**config.mk**
```make
export PLATFORM = sky130hd
export DESIGN_NAME = spi_hp_select
export DESIGN_NICKNAME = d
export VERILOG_FILES = /design/src/rtl/spi_hp_select.sv
export SDC_FILE = /design/constraint.sdc
export NUM_CORES = 1
export LEC_CHECK = 0
export BUFFER_PORTS_ARGS = -buffer_cell sky130_fd_sc_hd__buf_4
export CORE_MARGIN = 8
export CORE_UTILIZATION = 46
export CTS_CLUSTER_SIZE = 25
export DETAILED_ROUTE_END_ITERATION = 8
export HOLD_SLACK_MARGIN = 0.15
export PLACE_DENSITY = 0.76
export SYNTH_ARGS = -nofsm -noshare
export SYNTH_HDL_FRONTEND = slang
export SYNTH_SLANG_ARGS = --single-unit
```
**constraint.sdc**
```tcl
create_clock -name clk -period 14.15 [get_ports clk]
set_input_delay 0.7075 -clock clk [delete_from_list [all_inputs] [get_ports clk]]
set_output_delay 0.7075 -clock clk [all_outputs]
set_load 0.02 [all_outputs]
```
**src/rtl/spi_hp_select.sv**
```systemverilog
module spi_hp_select #(
  parameter int NIRQ = 8,
  parameter int NTGT = 2,
  parameter int PW   = 8,
  parameter int AW   = 8,
  parameter int IDW  = 10,
  parameter int BASE = 32
) (
  input  logic                 clk,
  input  logic                 rst_n,
  input  logic [NIRQ-1:0]      line_in,
  input  logic [NIRQ-1:0]      irq_en,
  input  logic [NIRQ-1:0]      grp_en,
  input  logic [NIRQ-1:0]      route_any,
  input  logic [NIRQ*PW-1:0]   irq_prio,
  input  logic [NIRQ*AW-1:0]   irq_aff,
  input  logic [NTGT*AW-1:0]   tgt_aff,
  input  logic [NTGT-1:0]      tgt_present,
  input  logic [NTGT-1:0]      tgt_any_ok,
  input  logic                 act_req,
  input  logic [IDW-1:0]       act_id,
  input  logic                 deact_req,
  input  logic [IDW-1:0]       deact_id,
  output logic [NIRQ*2-1:0]    irq_state,
  output logic [NTGT-1:0]      hp_vld,
  output logic [NTGT*IDW-1:0]  hp_id,
  output logic [NTGT*PW-1:0]   hp_prio
);
  localparam logic [PW-1:0]  IDLE_PRIO = {PW{1'b1}};
  localparam logic [IDW-1:0] IDLE_ID   = {IDW{1'b1}};

  logic [NIRQ-1:0] pend, act, line_q, act_hit, deact_hit, elig;
  logic [NTGT-1:0] dest [NIRQ];
  logic            nv [NTGT];
  logic [PW-1:0]   np [NTGT];
  logic [IDW-1:0]  ni [NTGT];

  assign elig = pend & irq_en & ~act & grp_en;

  for (genvar i = 0; i < NIRQ; i++) begin : g_irq
    assign act_hit[i]   = act_req   && (act_id   == IDW'(BASE + i));
    assign deact_hit[i] = deact_req && (deact_id == IDW'(BASE + i));
    assign irq_state[2*i]   = pend[i];
    assign irq_state[2*i+1] = act[i];

    always_ff @(posedge clk) begin
      if (!rst_n) begin
        pend[i]   <= 1'b0;
        act[i]    <= 1'b0;
        line_q[i] <= 1'b0;
      end else begin
        line_q[i] <= line_in[i];
        if (line_in[i] && !line_q[i])      pend[i] <= 1'b1;
        else if (!line_in[i] && line_q[i]) pend[i] <= 1'b0;
        else if (act_hit[i])               pend[i] <= 1'b0;
        if (act_hit[i])        act[i] <= 1'b1;
        else if (deact_hit[i]) act[i] <= 1'b0;
      end
    end

    p_act_sets_active_r5: assert property (@(posedge clk) disable iff (!rst_n)
      act_hit[i] |=> act[i]);
    p_act_drops_pend_r5: assert property (@(posedge clk) disable iff (!rst_n)
      act_hit[i] && (line_in[i] == line_q[i]) |=> !pend[i]);
    p_deact_r6: assert property (@(posedge clk) disable iff (!rst_n)
      deact_hit[i] && !act_hit[i] |=> !act[i]);
    p_rise_sets_r11: assert property (@(posedge clk) disable iff (!rst_n)
      line_in[i] && !line_q[i] |=> pend[i]);
  end

  always_comb begin
    for (int i = 0; i < NIRQ; i++) begin
      logic found;
      found   = 1'b0;
      dest[i] = '0;
      for (int t = 0; t < NTGT; t++) begin
        if (!found && tgt_present[t] &&
            (route_any[i] ? tgt_any_ok[t]
                          : (tgt_aff[t*AW +: AW] == irq_aff[i*AW +: AW]))) begin
          dest[i][t] = 1'b1;
          found      = 1'b1;
        end
      end
    end
  end

  always_comb begin
    for (int t = 0; t < NTGT; t++) begin
      nv[t] = 1'b0;
      np[t] = IDLE_PRIO;
      ni[t] = IDLE_ID;
      for (int i = 0; i < NIRQ; i++) begin
        if (elig[i] && dest[i][t] && (!nv[t] || irq_prio[i*PW +: PW] < np[t])) begin
          nv[t] = 1'b1;
          np[t] = irq_prio[i*PW +: PW];
          ni[t] = IDW'(BASE + i);
        end
      end
    end
  end

  always_ff @(posedge clk) begin
    for (int t = 0; t < NTGT; t++) begin
      if (!rst_n) begin
        hp_vld[t]              <= 1'b0;
        hp_prio[t*PW +: PW]    <= IDLE_PRIO;
        hp_id[t*IDW +: IDW]    <= IDLE_ID;
      end else begin
        hp_vld[t]              <= nv[t];
        hp_prio[t*PW +: PW]    <= np[t];
        hp_id[t*IDW +: IDW]    <= ni[t];
      end
    end
  end

  for (genvar t = 0; t < NTGT; t++) begin : g_tchk
    p_idle_value_r4: assert property (@(posedge clk) disable iff (!rst_n)
      !hp_vld[t] |-> (hp_prio[t*PW +: PW] == IDLE_PRIO) && (hp_id[t*IDW +: IDW] == IDLE_ID));
    p_present_r10: assert property (@(posedge clk) disable iff (!rst_n)
      hp_vld[t] |-> $past(tgt_present[t]));
    for (genvar u = t + 1; u < NTGT; u++) begin : g_pair
      p_single_dest_r8: assert property (@(posedge clk) disable iff (!rst_n)
        hp_vld[t] && hp_vld[u] |-> hp_id[t*IDW +: IDW] != hp_id[u*IDW +: IDW]);
    end
  end
endmodule

```
### Word level (Yosys, flattened, before mapping)

Index checks and enable logic that the tools add are counted.

* flip-flop bits (word level): 62
* input bits: 204
* output and inout port bits: 54
* logic and storage cells: 368

* $lt $le $gt $ge: 14
* equality and inequality tests: 32
* mux-type cells: 120
* bitwise gates (word level): 5
* reductions and logical operators: 162

Operators by type and width (count)
* 10-bit by 6-bit equality test with 1-bit output (second input constant): 16
* 10-bit two-way mux: 16
* 8-bit equality test: 16
* 8-bit two-way mux: 16
* 8-bit < comparator: 14
* 1-bit two-way mux: 88
* 1-bit logical AND: 86
* 1-bit zero test: 38
* 8-bit bitwise AND: 3
* 3-bit nonzero test: 8
* 2-bit nonzero test: 8
* 8-bit OR reduction: 2
* 1-bit logical OR: 14
* 5-bit OR reduction: 2
* 8-bit NOT: 1
* 3-bit OR reduction: 2
* 2-bit OR reduction: 2
* 1-bit NOT: 1

### Logic depth before layout (Yosys ltp)

Gate-level depths: netlist (run 1).

* depth in word-level cells: 38
* gate-level depth with buffers: 80
* depth with buffers taken out: 73

### Worst setup path after synthesis (run 1)

Ideal clock, no wire load.

* path type: input port to flip-flop
* start: in tgt_aff[2]
* end: reg hp_id[12]
* library setup time: 0.134 ns
* data arrival time: 13.989 ns
* data required time: 14.016 ns
* path slack: 0.027 ns
* stages: 72
* path buffers: 4
* cell sequence: buf_4 xor2_1 nor4_2 a31oi_1 nand2_1 nor2_1 ha_1 a21o_1 a21o_1 a221o_1 a21oi_4 mux2_2 ha_1 a21o_1 a21o_1 a21oi_1 nor2b_1 nand2_1 (+36 left out) ha_1 a21o_1 a21oi_1 o21a_1 nand4b_1 a2111oi_0 a21o_1 and2_1 nor2_1 ha_1 a21o_1 a21o_1 a21oi_1 o21ai_0 a21boi_0 a41oi_4 nand2_4 or4_1

* word-level cells in the longest chain between the ends: 38
* elaborated cells on any way between the ends: 119
* classes of those cells: order compare (7); eq/ne (8); mux (42); reduce/logical (62)

RTL lines
* from (decl): line 17 `input logic [NTGT*AW-1:0] tgt_aff,`
* 8-bit equality test: line 79 `: (tgt_aff[t*AW +: AW] == irq_aff[i*AW +: AW]))) begin`
* 1-bit two-way mux: line 78 `(route_any[i] ? tgt_any_ok[t]`
* 1-bit logical AND: line 77 `if (!found && tgt_present[t] &&`
* 1-bit two-way mux: line 77
* 1-bit zero test: line 77
* 1-bit logical AND (2 in a row): line 77
* 1-bit two-way mux: line 77
* 1-bit logical AND: line 93 `if (elig[i] && dest[i][t] && (!nv[t] || irq_prio[i*PW +: PW] < np[t])) begin`
* (+21 left out)
* 8-bit < comparator or 1-bit zero test (tied branches): line 93
* 1-bit logical OR: line 93
* 1-bit logical AND: line 93
* 8-bit two-way mux or 1-bit two-way mux (tied branches): line 93
* 8-bit < comparator or 1-bit zero test (tied branches): line 93
* 1-bit logical OR: line 93
* 1-bit logical AND: line 93
* 5-bit OR reduction (no line)
* to (signal, indexed assignment): line 111 `hp_id[t*IDW +: IDW] <= ni[t];`
* to (decl): line 26 `output logic [NTGT*IDW-1:0] hp_id,`

Several ways; a longest one is shown, not always the timed one.
A chain may end at the register's enable or synchronous reset.

### Worst setup path in the final report (run 1)

* start: in irq_aff[6]
* end: reg hp_prio[14]

* word-level cells in the longest chain between the ends: 38
* elaborated cells on any way between the ends: 54
* classes of those cells: order compare (7); eq/ne (2); mux (19); reduce/logical (26)

RTL lines
* from (decl): line 16 `input logic [NIRQ*AW-1:0] irq_aff,`
* 8-bit equality test: line 79
* 1-bit two-way mux: line 78
* 1-bit logical AND: line 77
* 1-bit two-way mux: line 77
* 1-bit zero test: line 77
* 1-bit logical AND: line 77
* 1-bit logical AND *: line 77
* 1-bit two-way mux *: line 77
* (+22 left out)
* 8-bit < comparator or 1-bit zero test (tied branches): line 93
* 1-bit logical OR: line 93
* 1-bit logical AND: line 93
* 8-bit two-way mux or 1-bit two-way mux (tied branches): line 93
* 8-bit < comparator or 1-bit zero test (tied branches): line 93
* 1-bit logical OR: line 93
* 1-bit logical AND: line 93
* 8-bit two-way mux *: line 93
* to (signal, indexed assignment): line 110 `hp_prio[t*PW +: PW] <= np[t];`
* to (decl): line 27 `output logic [NTGT*PW-1:0] hp_prio`

Every way passes the cells marked *; elsewhere a longest branch is shown, timed or not.

==> results of run 1 <==
layout make-up:
type,count,share of cell area
multi-input combinational,901,0.613
sequential,50,0.0865
clock inverter,2,0.00324
tap,225,0.0243
timing repair buffer,364,0.238
clock buffer,6,0.0111
inverter,70,0.0234
layout by cell type, fill, tap and decap left out, drive strengths merged, types with 9 or more instances in the layout:
| cell | instances |
|---|---|
| mux2 | 26 |
| xnor2 | 111 |
| ha | 90 |
| o31ai | 12 |
| nand2b | 35 |
| o21ai | 63 |
| nand3 | 37 |
| and2 | 19 |
| a21boi | 9 |
| a21o | 20 |
| dfxtp | 50 |
| nor2 | 74 |
| nand2 | 76 |
| nor2b | 19 |
| mux2i | 22 |
| inv | 69 |
| nand4 | 41 |
| xor2 | 17 |
| a21oi | 75 |
| buf | 364 |
| nor3 | 12 |
through the flow:
| stage | total power, mW | utilization |
|---|---|---|
| after floorplan | 0.251 | - |
| after CTS | 0.488 | 0.628 |
| final | 0.502 | 0.671 |
| after global routing | 0.526 | 0.671 |
| after detailed placement | 0.349 | 0.617 |
| after global placement | 0.345 | 0.617 |
cell usage after synthesis, types with 4 or more instances:
cell       count
a211o_1        5
a211oi_1       4
a21boi_0       9
a21o_1        20
a21oi_1       74
a31oi_1        6
a32oi_1        5
and2_1        18
and3_1         6
and4b_1        7
buf_2         12
buf_4         18
clkbuf_1      16
dfxtp_1       50
ha_1          90
inv_1         69
mux2_2        25
mux2i_1       22
nand2_1       75
nand2b_1      35
nand3_1       37
nand4_1       41
nand4b_1       4
nor2_1        74
nor2b_1       19
nor3_1        12
nor3b_1        4
nor4_1         7
nor4b_1        5
o2111ai_1      4
o211ai_1       7
o21a_1         7
o21ai_0       57
o21bai_1       4
o31ai_1       11
o32a_1         7
or2_2          8
or3_1          5
xnor2_1      111
xor2_1        17
worst reg2reg max path: cells and delay by family (launching register included):
family	cells	cell delay [ps]
buffers and inverters	10	1420
DFF	1	330
AOI/OAI and AO/OA	31	5850
adders and majority gates	7	1370
and+or+nand+nor	20	3420
muxes	5	1280
layer usage:
layer | part of all wire | global-route usage | up-vias
li1 | - | - | 4501
met1 | 0.40 | 0.334 | 4487
met2 | 0.48 | 0.462 | 481
met3 | 0.088 | 0.0650 | 79
met4 | 0.029 | 0.0806 | 0
met5 | 0 | 0 | -
power by group through the flow:
stage          Clock, mW  Combinational [mW]  Sequential (mW)
2_1_floorplan          0              0.0958            0.155
3_3_place_gp           0               0.194            0.151
3_5_place_dp           0               0.198            0.151
4_1_cts            0.141               0.199            0.148
5_1_grt            0.146               0.231            0.149
6_report           0.139               0.214            0.148
how the worst max path moves through the flow:
stage / start / endpoint
after CTS: irq_aff[4] / hp_prio[14]
after global placement: irq_aff[7] / hp_prio[14]
after floorplan: tgt_aff[2] / hp_id[12]
after detailed placement: irq_aff[4] / hp_prio[14]
after global routing: irq_aff[6] / hp_prio[14]
final: irq_aff[6] / hp_prio[14]
state kept, by name, summed over array words and instances, names as in the netlist:
register	flops
hp_id	8
hp_prio	16
hp_vld	2
irq_state	16
line_q	8
what timing repair did:
| item | in CTS | in global routing |
|---|---|---|
| pin swaps | 2 | 40 |
| cloned | 0 | 3 |
| setup endpoints to repair | 11 | 22 |
| resized for setup | 6 | 123 |
| setup buffers | 1 | 24 |
cell families (layout without fill, tap and decap cells):
group / count (synthesis) / count (layout) / share of synthesized area
AOI/OAI and AO/OA: 256 / 258 / 0.217
xor gates and xnor gates: 128 / 128 / 0.138
adders and majority gates: 91 / 91 / 0.140
buffers and inverters: 120 / 442 / 0.0686
DFF: 50 / 50 / 0.124
muxes: 48 / 48 / 0.0638
other: 1 / 2 / 0.000463
and+or+nand+nor: 373 / 374 / 0.247
==> results_dict.tcl, run 1 <==
set metrics [dict create \
    synthFlopType "dfxtp_1" \
    drv_cap 0 \
    drcViolationCount 0 \
    grt_max_degree 27 \
    slew_viol_final 0 \
    drt-initial-drc-count 772 \
    synthArstFlopShare 0 \
    synth.distinct_cells 84 \
    synth.area.top_cells "ha_1, dfxtp_1, xnor2_1, a21oi_1, o21ai_0" \
    core-area_sq_mm 0.0172 \
    synth-seq-cells 50 \
    status "finished clean" \
    crit_top_cell "a21o_1" \
    ff2ff_setup_slack_ps 420 \
    pwr-share-seq 0.296 \
    initial_utilization 0.470 \
    worst-setup-path-type "primary input to register" \
    fin_cells 1618 \
    dp_hpwl_microns 26500 \
    ios 258 \
    cts_sinks 50 \
    cp_top_family "compound AO/OA/AOI/OAI gates" \
    numPortBuffers 255 \
    ir_drop_mv 0.0507 \
    reg2reg_to "hp_prio[14]" \
    finalSetupViolCount 0 \
    p_switching_mw 0.167 \
    dr.pass1.iters 5 \
    setup_ws_ps 170 \
    r2r_start "irq_state[1]" \
    clk_latency_ps 290 \
    max_stage_delay_ps 610 \
    die-height_microns 149 \
    path_buf_inv 11 \
    worstPathRequired_ps 14380 \
    place_congestion 0.984 \
    worst_hold_path.endpoint "irq_state[10]" \
    dp.cells 1582 \
    vias 9548 \
    cts_tree "yes" \
    leakage_nw 5.47 \
    hold_violations 0 \
    dp_slack_ps -526 \
    period_needed_ps 13980 \
    ant_nets 0 \
    overflow 0 \
    hold_depth 2 \
    clock_skew_ps 8.85 \
    worstPathArrival_ps 14210 \
    synth_top_area_frac 0.139 \
    grt_pass1_vias 9496 \
    die_area_sq_mm 0.0221 \
    antenna_cells 0 \
    via_per_inst 5.90 \
    fmax_mhz 71.5 \
    std_cell_rows 48 \
    rsz0062_at_grt "yes" \
    die_w_microns 149 \
    reg2regPathDepth 73 \
    grt_pass1_wl_microns 48600 \
    final.period_utilization 0.988 \
    drive_gt1_frac 0.363 \
    critPathCaptureType "register" \
    p_sw_frac 0.332 \
    finalSetupTns_ps 0 \
    syn_to_final_growth_pct 42.9 \
    netlist_area_sq_mm 0.00810 \
    p_int_mw 0.335 \
    tightest_slew_ps 764 \
    antenna_found_initial 0 \
    wirelength_microns 33000 \
    worst-path-stages 74 \
    routedWlPerCell_microns 20.4 \
    ys_warn_count 0 \
    cts_root_buf "clkbuf_16" \
    slew_headroom 0.487 \
    cts_made_buffers 5 \
    critPathMaxFanout 10 \
    syn_avg_cell_area_sq_um 7.59 \
    synth_top_cell_by_area "ha_1" \
    synth_edf_count 0 \
    multiInputGateArea_sq_mm 0.00709 \
    cts_buffer_depth 2 \
    fin_nets 1686 \
    globalRouteTotalUtil 0.273 \
    whs_ps 495 \
    cp-start-kind "primary input" \
    syn_inst 1067 \
    ys_seq_area_frac 0.124 \
    htree_levels 2 \
    fillers 1452 \
    combPwrFrac 0.427 \
    cts.clk_slew.worst_paths_ps 70 \
    cp_slowest_cell "or4b_2" \
    post_dp_cell_area_sq_mm 0.0106 \
    clkPwrFrac 0.277 \
    min_from "irq_state[10]" \
    power_density_mw_per_mm2 43.4 \
    register_area_sq_mm 0.00100 \
    hp-class "register to register" \
    fin_area_sq_mm 0.0116 \
    hold_buffers 0 \
]
Power figures use the tool's default switching activity.
==> run 2, diff against run 1 <==
--- a/config.mk
+++ b/config.mk
@@ -7,11 +7,10 @@
 export LEC_CHECK = 0
 export BUFFER_PORTS_ARGS = -buffer_cell sky130_fd_sc_hd__buf_4
 export CORE_MARGIN = 8
-export CORE_UTILIZATION = 46
+export CORE_UTILIZATION = 25
 export CTS_CLUSTER_SIZE = 25
 export DETAILED_ROUTE_END_ITERATION = 8
 export HOLD_SLACK_MARGIN = 0.15
-export PLACE_DENSITY = 0.76
 export SYNTH_ARGS = -nofsm -noshare
 export SYNTH_HDL_FRONTEND = slang
 export SYNTH_SLANG_ARGS = --single-unit
==> results_dict.tcl, run 2 (synthesis gave the netlist of run 1 again) <==
set metrics [dict create \
    worst-setup-path-type "primary input to register" \
    crit_top_cell "a21o_1" \
    max_stage_delay_ps 490 \
    grt_max_degree 27 \
    wirelength_microns 37200 \
    overflow 0 \
    setup_ws_ps 457 \
    cts_tree "yes" \
    dr.pass1.iters 5 \
    hold_violations 0 \
    drcViolationCount 0 \
    worstPathArrival_ps 13870 \
    mostFrequentLayoutCells "buf_4, xnor2_1, ha_1" \
    die-height_microns 196 \
    fmax_mhz 73.0 \
    vias 9567 \
    globalRouteTotalUtil 0.182 \
    r2r_start "irq_state[1]" \
    initial_utilization 0.251 \
    status "finished clean" \
    die_w_microns 196 \
    worstPathRequired_ps 14320 \
    drt-initial-drc-count 435 \
    cp_slowest_cell "or4bb_1" \
    htree_levels 2 \
    total_power_mw 0.522 \
    reg2regPathDepth 70 \
    critPathMaxFanout 7 \
    cts_root_buf "clkbuf_16" \
    clk_latency_ps 300 \
    std_cell_rows 66 \
    cts_sinks 50 \
    cp-start-kind "primary input" \
    via_per_inst 5.08 \
    hold_depth 2 \
    grt_pass1_vias 9897 \
    dp_hpwl_microns 31100 \
    slew_headroom 0.646 \
    reg2reg_to "hp_id[12]" \
    fillers 3363 \
    cts_buffer_depth 2 \
    hp-class "register to register" \
    power_density_mw_per_mm2 41.5 \
    place_congestion 0.895 \
    ios 258 \
    fin_area_sq_mm 0.0126 \
    core-area_sq_mm 0.0322 \
    slew_viol_final 0 \
    ir_drop_mv 0.0447 \
    register_area_sq_mm 0.00100 \
    leakage_nw 5.91 \
    final_common_cell "buf_4" \
    multiInputGateArea_sq_mm 0.00719 \
    period_needed_ps 13690 \
    antenna_found_initial 0 \
    dp_slack_ps -364 \
    fin_nets 1768 \
    numPortBuffers 255 \
    min_from "irq_state[8]" \
    clock_skew_ps 4.75 \
    syn_to_final_growth_pct 55.3 \
    fin_util 0.390 \
    routedWlPerCell_microns 19.7 \
    ant_nets 0 \
    crit_start "tgt_aff[13]" \
    ff2ff_setup_slack_ps 690 \
    dp.cells 1850 \
    worst_hold_path.endpoint "irq_state[8]" \
    finalSetupViolCount 0 \
    cts_made_buffers 5 \
    antenna_cells 0 \
    drv_cap 0 \
    final.period_utilization 0.968 \
    post_dp_cell_area_sq_mm 0.0115 \
    drive_gt1_frac 0.407 \
    tightest_slew_ps 527 \
    critPathCaptureType "register" \
    fin_cells 1883 \
    die_area_sq_mm 0.0384 \
    cts.clk_slew.worst_paths_ps 70 \
    grt_pass1_wl_microns 55100 \
]
[run 2: changes by cell type in the layout (fill, tap and decap cells not counted), sizes merged]
cell,change
buf,+84
a31o,-1
and2,-1
clkinvlp,-1
inv,+1
[run 2: layer usage]
metal | track usage | vias to the layer above | share of wire
li1 | - | 4652 | -
met1 | 0.231 | 4551 | 0.44
met5 | 0 | - | 0
met2 | 0.317 | 314 | 0.48
met3 | 0.0322 | 50 | 0.063
met4 | 0.0393 | 0 | 0.021
[run 2: critical path, delay by kind of cell]
kind                     cells  cell delay, ps
AO/OA/AOI/OAI               28            4960
adder cells (fa/ha/maj)      7            1740
buffers and inverters        8            1070
XOR/XNOR                     1             150
multiplexers                 5            1380
AND/OR/NAND/NOR             22            3840
[run 2: repair_timing]
| action | CTS | global route |
|---|---|---|
| gates cloned | 0 | 1 |
| pin swaps | 0 | 49 |
| resized for setup | 6 | 145 |
| hold buffers | 0 | 0 |
| setup endpoints to repair | 13 | 22 |
| buffers inserted | 0 | 24 |
[run 2: cell type report]
type | instances | share of cell area
clock buffer | 6 | 0.0110
inverter | 70 | 0.0215
sequential | 50 | 0.0796
tap | 408 | 0.0406
timing repair buffer | 448 | 0.272
clock inverter | 2 | 0.00308
multi-input combinational | 899 | 0.572
[run 2: through the flow]
stage / setup TNS, ps / hold WS [ps]
5_1_grt: -1430 / 532
3_3_place_gp: -93.7 / 476
3_5_place_dp: -5640 / 484
6_report: 0 / 496
4_1_cts: 0 / 498
2_1_floorplan: 0 / 477
[run 2: worst max-delay path by stage]
| stage | to | slack [ps] |
|---|---|---|
| after detailed placement | hp_prio[8] | -360 |
| after floorplan | hp_id[12] | 30 |
| after global placement | hp_id[2] | -60 |
| final | hp_id[12] | 460 |
| after CTS | hp_prio[8] | 30 |
| after global routing | hp_id[12] | -170 |
[run 2: report_power, final]
group,internal (mW),switching (mW)
Combinational,0.113,0.113
Clock,0.0891,0.0589
Sequential,0.145,0.00310
